<file path="src/rtl/pgw_pkg.sv">
// Package: shared encodings for the page table walker.
// Assumes: two-bit fault and state encodings are enough for this block.
package pgw_pkg;

    typedef enum logic [1:0] {
        FLT_NONE   = 2'd0,
        FLT_ADDR   = 2'd1,
        FLT_PAGE   = 2'd2,
        FLT_ACCESS = 2'd3
    } fault_e;

    typedef enum logic [1:0] {
        SEG_USER  = 2'd0,
        SEG_STACK = 2'd1,
        SEG_KERN  = 2'd2
    } seg_e;

    typedef enum logic [1:0] {
        ST_IDLE  = 2'd0,
        ST_ISSUE = 2'd1,
        ST_WAIT  = 2'd2,
        ST_RESP  = 2'd3
    } walk_state_e;

endpackage

</file>
<file path="src/rtl/pgw_va_decode.sv">
// Module: pgw_va_decode
// Classifies a virtual address by its top two bits, checks that the bits
// above the meaningful span are a clean extension for the user segments,
// and slices out the per-level table indices, most significant first.
// Assumes: SIG_W < VA_W - 2, so the segment bits lie in the unused span.
module pgw_va_decode
    import pgw_pkg::*;
#(
    parameter int VA_W   = 64,
    parameter int LVL_W  = 10,
    parameter int LEVELS = 3,
    parameter int SIG_W  = LEVELS * LVL_W + LVL_W + 3
) (
    input  logic [VA_W-1:0]              va,
    output seg_e                         seg,
    output logic                         ext_ok,
    output logic [LEVELS-1:0][LVL_W-1:0] idx
);

    localparam int UP_W = VA_W - SIG_W;

    logic [UP_W-1:0] upper;
    assign upper = va[VA_W-1:SIG_W];

    // Segment choice from the top two bits and the matching extension rule.
    always_comb begin
        if (!va[VA_W-1]) begin
            seg    = SEG_USER;
            ext_ok = (upper == '0);
        end else if (va[VA_W-2]) begin
            seg    = SEG_STACK;
            ext_ok = &upper;
        end else begin
            seg    = SEG_KERN;
            ext_ok = 1'b1;
        end
    end

    // One index slice per level, level 0 taken from the highest field.
    for (genvar g = 0; g < LEVELS; g++) begin : g_idx
        assign idx[g] = va[SIG_W-1-g*LVL_W -: LVL_W];
    end

endmodule

</file>
<file path="src/rtl/pgw_pte_check.sv">
// Module: pgw_pte_check
// Splits an 8-byte entry into valid bit, frame number and the four enable
// bits, and selects the enable matching the requested privilege and kind.
// Assumes: frame field fits above bit PFN_LSB inside the entry.
module pgw_pte_check #(
    parameter int PTE_W   = 64,
    parameter int PFN_W   = 21,
    parameter int PFN_LSB = 32
) (
    input  logic [PTE_W-1:0] pte,
    input  logic             is_write,
    input  logic             is_user,
    output logic             valid,
    output logic [PFN_W-1:0] pfn,
    output logic [3:0]       perm,
    output logic             allowed
);

    logic rsvd_unused;

    // Field extraction; enables ordered kernel read, kernel write, user read, user write.
    always_comb begin
        valid       = pte[0];
        perm        = pte[4:1];
        pfn         = pte[PFN_LSB +: PFN_W];
        allowed     = perm[{is_user, is_write}];
        rsvd_unused = ^{pte[PFN_LSB-1:5], pte[PTE_W-1:PFN_LSB+PFN_W]};
    end

endmodule

</file>
<file path="src/rtl/pgw_walker.sv">
// Module: pgw_walker (top)
// Serial three-level translation walker. Accepts one request at a time,
// decodes the segment, either answers at once (kernel window or malformed
// upper bits) or reads one entry per level through a request/response
// port, then reports physical address and enables or a fault code.
// Assumes: each table fills exactly one page, so an entry address is the
// concatenation {table frame, index, 3'b000}; memory returns exactly one
// response per accepted request, never before acceptance.
module pgw_walker
    import pgw_pkg::*;
#(
    parameter int VA_W   = 64,
    parameter int LVL_W  = 10,
    parameter int LEVELS = 3,
    parameter int PA_W   = 34,
    localparam int OFF_W = LVL_W + 3,
    localparam int SIG_W = LEVELS * LVL_W + OFF_W,
    localparam int PFN_W = PA_W - OFF_W,
    localparam int LV_W  = (LEVELS > 2) ? $clog2(LEVELS) : 1,
    localparam int PTE_W = 64
) (
    input  logic             clk,
    input  logic             rst_n,
    input  logic [PFN_W-1:0] base_frame,
    input  logic             req_valid,
    output logic             req_ready,
    input  logic [VA_W-1:0]  req_va,
    input  logic             req_write,
    input  logic             req_user,
    output logic             mem_req_valid,
    input  logic             mem_req_ready,
    output logic [PA_W-1:0]  mem_req_addr,
    input  logic             mem_rsp_valid,
    input  logic [PTE_W-1:0] mem_rsp_data,
    output logic             rsp_valid,
    input  logic             rsp_ready,
    output logic [1:0]       rsp_code,
    output logic [LV_W-1:0]  rsp_level,
    output logic [PA_W-1:0]  rsp_paddr,
    output logic [3:0]       rsp_perm
);

    localparam logic [LV_W-1:0] LAST_LVL = LV_W'(LEVELS - 1);

    walk_state_e                  state_q;
    logic [SIG_W-1:0]             va_q;
    logic                         wr_q;
    logic                         usr_q;
    logic [LV_W-1:0]              lvl_q;
    logic [PFN_W-1:0]             tbl_q;
    fault_e                       code_q;
    logic [LV_W-1:0]              flvl_q;
    logic [PA_W-1:0]              pa_q;
    logic [3:0]                   perm_q;

    logic [VA_W-1:0]              dec_va;
    seg_e                         dec_seg;
    logic                         dec_ext_ok;
    logic [LEVELS-1:0][LVL_W-1:0] dec_idx;

    logic                         pte_valid;
    logic [PFN_W-1:0]             pte_pfn;
    logic [3:0]                   pte_perm;
    logic                         pte_allowed;

    // Decode the live request while idle, the held address during a walk.
    assign dec_va = (state_q == ST_IDLE) ? req_va
                                         : {{(VA_W-SIG_W){1'b0}}, va_q};

    pgw_va_decode #(
        .VA_W   (VA_W),
        .LVL_W  (LVL_W),
        .LEVELS (LEVELS),
        .SIG_W  (SIG_W)
    ) u_decode (
        .va     (dec_va),
        .seg    (dec_seg),
        .ext_ok (dec_ext_ok),
        .idx    (dec_idx)
    );

    pgw_pte_check #(
        .PTE_W   (PTE_W),
        .PFN_W   (PFN_W),
        .PFN_LSB (32)
    ) u_pte (
        .pte      (mem_rsp_data),
        .is_write (wr_q),
        .is_user  (usr_q),
        .valid    (pte_valid),
        .pfn      (pte_pfn),
        .perm     (pte_perm),
        .allowed  (pte_allowed)
    );

    // Port outputs follow directly from the walk state and held results.
    assign req_ready     = (state_q == ST_IDLE);
    assign mem_req_valid = (state_q == ST_ISSUE);
    assign mem_req_addr  = {tbl_q, dec_idx[lvl_q], 3'b000};
    assign rsp_valid     = (state_q == ST_RESP);
    assign rsp_code      = code_q;
    assign rsp_level     = flvl_q;
    assign rsp_paddr     = pa_q;
    assign rsp_perm      = perm_q;

    // Walk sequencer: accept, read each level, judge the entry, respond.
    always_ff @(posedge clk) begin
        if (!rst_n) begin
            state_q <= ST_IDLE;
            va_q    <= '0;
            wr_q    <= 1'b0;
            usr_q   <= 1'b0;
            lvl_q   <= '0;
            tbl_q   <= '0;
            code_q  <= FLT_NONE;
            flvl_q  <= '0;
            pa_q    <= '0;
            perm_q  <= '0;
        end else begin
            case (state_q)
                ST_IDLE: begin
                    if (req_valid) begin
                        va_q   <= req_va[SIG_W-1:0];
                        wr_q   <= req_write;
                        usr_q  <= req_user;
                        lvl_q  <= '0;
                        tbl_q  <= base_frame;
                        flvl_q <= '0;
                        pa_q   <= '0;
                        perm_q <= '0;
                        if (dec_seg == SEG_KERN) begin
                            code_q  <= FLT_NONE;
                            pa_q    <= req_va[PA_W-1:0];
                            perm_q  <= 4'b1111;
                            state_q <= ST_RESP;
                        end else if (!dec_ext_ok) begin
                            code_q  <= FLT_ADDR;
                            state_q <= ST_RESP;
                        end else begin
                            code_q  <= FLT_NONE;
                            state_q <= ST_ISSUE;
                        end
                    end
                end
                ST_ISSUE: begin
                    if (mem_req_ready) begin
                        state_q <= ST_WAIT;
                    end
                end
                ST_WAIT: begin
                    if (mem_rsp_valid) begin
                        if (!pte_valid) begin
                            code_q  <= FLT_PAGE;
                            flvl_q  <= lvl_q;
                            state_q <= ST_RESP;
                        end else if (lvl_q != LAST_LVL) begin
                            tbl_q   <= pte_pfn;
                            lvl_q   <= lvl_q + 1'b1;
                            state_q <= ST_ISSUE;
                        end else if (!pte_allowed) begin
                            code_q  <= FLT_ACCESS;
                            flvl_q  <= lvl_q;
                            state_q <= ST_RESP;
                        end else begin
                            code_q  <= FLT_NONE;
                            pa_q    <= {pte_pfn, va_q[OFF_W-1:0]};
                            perm_q  <= pte_perm;
                            state_q <= ST_RESP;
                        end
                    end
                end
                ST_RESP: begin
                    if (rsp_ready) begin
                        state_q <= ST_IDLE;
                    end
                end
                default: state_q <= ST_IDLE;
            endcase
        end
    end

    AST_BUSY_NOT_READY: assert property (@(posedge clk) disable iff (!rst_n)
        rsp_valid |-> !req_ready);

    AST_RSP_HELD: assert property (@(posedge clk) disable iff (!rst_n)
        (rsp_valid && !rsp_ready) |=> (rsp_valid && $stable(rsp_code) &&
            $stable(rsp_paddr) && $stable(rsp_level) && $stable(rsp_perm)));

    AST_MEMREQ_HELD: assert property (@(posedge clk) disable iff (!rst_n)
        (mem_req_valid && !mem_req_ready) |=> (mem_req_valid && $stable(mem_req_addr)));

    AST_LEVEL_BOUND: assert property (@(posedge clk) disable iff (!rst_n)
        mem_req_valid |-> (lvl_q <= LAST_LVL));

    AST_FAULT_ZEROED: assert property (@(posedge clk) disable iff (!rst_n)
        (rsp_valid && rsp_code != FLT_NONE) |-> (rsp_paddr == '0 && rsp_perm == '0));

    AST_KERN_DIRECT: assert property (@(posedge clk) disable iff (!rst_n)
        (req_valid && req_ready && req_va[VA_W-1:VA_W-2] == 2'b10) |=>
            (rsp_valid && rsp_code == FLT_NONE &&
             rsp_paddr == $past(req_va[PA_W-1:0])));

    AST_ADDR_NOREAD: assert property (@(posedge clk) disable iff (!rst_n)
        (req_valid && req_ready && dec_seg != SEG_KERN && !dec_ext_ok) |=>
            (rsp_valid && rsp_code == FLT_ADDR && !mem_req_valid));

endmodule

</file>
<file path="config.mk">
export PLATFORM = sky130hd
export DESIGN_NAME = pgw_walker
export DESIGN_NICKNAME = d
export VERILOG_FILES = /design/src/rtl/pgw_pkg.sv /design/src/rtl/pgw_va_decode.sv /design/src/rtl/pgw_pte_check.sv /design/src/rtl/pgw_walker.sv
export SDC_FILE = /design/constraint.sdc
export NUM_CORES = 1
export LEC_CHECK = 0
export BUFFER_PORTS_ARGS = -buffer_cell sky130_fd_sc_hd__buf_4
export CAP_MARGIN = 20
export CORE_MARGIN = 4
export CORE_UTILIZATION = 46
export CTS_CLUSTER_DIAMETER = 40
export DETAILED_ROUTE_END_ITERATION = 7
export PLACE_DENSITY = 0.76
export SYNTH_ARGS = -nofsm -noshare
export SYNTH_HDL_FRONTEND = slang
export SYNTH_HIERARCHICAL = 1
export SYNTH_SLANG_ARGS = --single-unit
</file>
<file path="constraint.sdc">
create_clock -name clk -period 3.2 [get_ports clk]
set_clock_uncertainty 0.1 [all_clocks]
set_input_delay 0.64 -clock clk [delete_from_list [all_inputs] [get_ports clk]]
set_output_delay 0.64 -clock clk [all_outputs]
set_load 0.01 [all_outputs]
</file>
==> flow_metrics.py <==
metrics = {
    "run_status": {
        "status": "completed",
    },
    "global_routing": {
        "grt_max_degree": 61,
        "grt_pass1_wl_um": 24660,
        "grt_use_total_pct": 20.87,
        "grt_pass1_vias": 4920,
        "overflow": 0,
        "antenna_found_initial": 0,
    },
    "setup_path": {
        "path_max_fanout": 30,
        "start_kind": "flip-flop",
        "cp.required_ns": 2.46,
        "worst-r2r-setup-slack_ns": 0.59,
        "cp.arrival_ns": 2.18,
        "rr_worst_depth": 8,
        "critPathLaunch": "state_q[1]",
        "worstSetupPathType": "flip-flop to primary output",
        "critPathCapture": "mem_req_addr[12]",
        "reg2reg_from": "state_q[1]",
        "rr_endpoint": "rsp_code[0]",
        "end_kind": "primary output",
    },
    "worst_hold_path": {
        "hp-class": "flip-flop to flip-flop",
        "hold_depth": 2,
    },
    "sta": {
        "post-route-period-util_pct": 91.38,
        "tightest_slew_ns": 0.6683,
        "setup_viol_count_final": 0,
        "relSlewSlack_pct": 55.28,
        "min_period_ns": 2.924,
        "setup_tns_ns": 0,
        "hold_viol_final": 0,
        "rsz0062_at_grt": "false",
        "drv_slew": 0,
        "fmax_ghz": 0.3420,
    },
    "clock_tree": {
        "h-tree-depth": 3,
        "holdBufCountCts": 0,
        "postCtsSetupBuffers": 0,
        "clock_path_buffers": 2,
        "clk_latency_ns": 0.35,
        "cts-root-buf": "clkbuf_16",
        "clkSinkCount": 112,
        "cts_resized": 0,
        "cts_buffers": 9,
        "clk_pin_slew_ns": 0.07,
        "cts_tree": "yes",
    },
    "layout": {
        "finish.utilization_pct": 57.72,
        "final_common_cell": "buf_4",
        "drive_above_1_share_pct": 33.42,
        "area_growth_pct": 23.15,
        "nets": 956,
        "antenna_cells": 0,
        "layout_common_cells": "204 x buf_4, 111 x dfxtp_1, 105 x nand2_1",
        "stdcell_count": 974,
    },
    "place": {
        "place_inst": 959,
        "hpwl_um": 11130,
        "port_buffers": 194,
        "gp_congestion": 0.7960,
    },
    "routing": {
        "routedWlPerCell_um": 15.97,
        "viasPerCell": 5.233,
        "ant_nets": 0,
        "drt_iter0_drc": 309,
        "drc_errors": 0,
        "vias": 5097,
        "wirelength_um": 15550,
        "drtPass1Iterations": 4,
    },
    "die": {
        "rows": 41,
        "start_util_pct": 46.87,
        "fp.dieW_um": 121.2,
        "die_y_um": 121.2,
        "core_area_um2": 12570,
        "top_level_ports": 236,
        "die-area_um2": 14680,
    },
    "flow_run": {
        "maxCapViolations": 0,
    },
    "pwr": {
        "peakVddDrop_v": 0.0002419,
        "powerDensity_nw_per_um2": 559.0,
        "leakagePower_uw": 0.002944,
    },
    "synth": {
        "yosys_warnings": 6,
        "syn_avg_cell_area_um2": 8.476,
        "syn_area_um2": 5891,
        "syn_inst": 695,
    },
}
[metal layers]
metal | global-route usage (%) | share of wire, % | up-vias
li1 | - | - | 2577
met1 | 27.42 | 44 | 2315
met2 | 34.14 | 46 | 185
met3 | 3.776 | 7.1 | 20
met4 | 7.983 | 2.1 | 0
met5 | 0 | 0 | -
[worst min path at each step]
stage	start	end
2_1_floorplan	va_q[25]	va_q[25]
3_3_place_gp	va_q[39]	va_q[39]
3_5_place_dp	va_q[40]	va_q[40]
4_1_cts	va_q[35]	va_q[35]
5_1_grt	va_q[32]	va_q[32]
6_report	va_q[35]	va_q[35]
[cell type report]
type | instances | area, µm²
clock buffers | 10 | 239.0
clock inverters | 5 | 32.53
fillers | 1190 | 5314
inverters | 2 | 7.507
multi-input cells | 466 | 2934
flip-flops and latches | 112 | 2243
well taps | 172 | 215.2
repair buffers | 207 | 1583
[registers in the layout, summed over array words and instances, names as in the netlist, 2 cells and up]
register,cells
rsp_code,2
rsp_level,2
rsp_perm,4
lvl_q,2
tbl_q,21
va_q,43
rsp_paddr,34
state_q,2
[per-stage QoR]
step	setup slack, ns	instance area [µm²]	power (µW)	hold WS (ns)
3_3_place_gp	0.5358	6979	3017	0.3379
3_5_place_dp	0.5349	6979	3038	0.3421
2_1_floorplan	0.4321	5898	2645	0.3322
5_1_grt	0.07349	7254	4300	0.3713
4_1_cts	0.1522	7251	4101	0.3522
6_report	0.2758	7254	4055	0.3514
[critical path: stages, from the launching register on]
cell     delay, ns
dfxtp_2       0.34
nor2_4        0.35
buf_6         0.34
mux2_2        0.38
mux2i_1       0.13
o21ai_0       0.11
buf_4         0.18
[where the power goes]
part | switching (µW) | internal (µW) | total, µW | leakage (µW)
registers | 81.4 | 1560 | 1650 | 0.000921
logic | 726 | 629 | 1360 | 0.00188
clock network | 508 | 546 | 1050 | 0.000138
total | 1320 | 2740 | 4060 | 0.00294
Note: power is estimated with default switching activity, not from simulation.
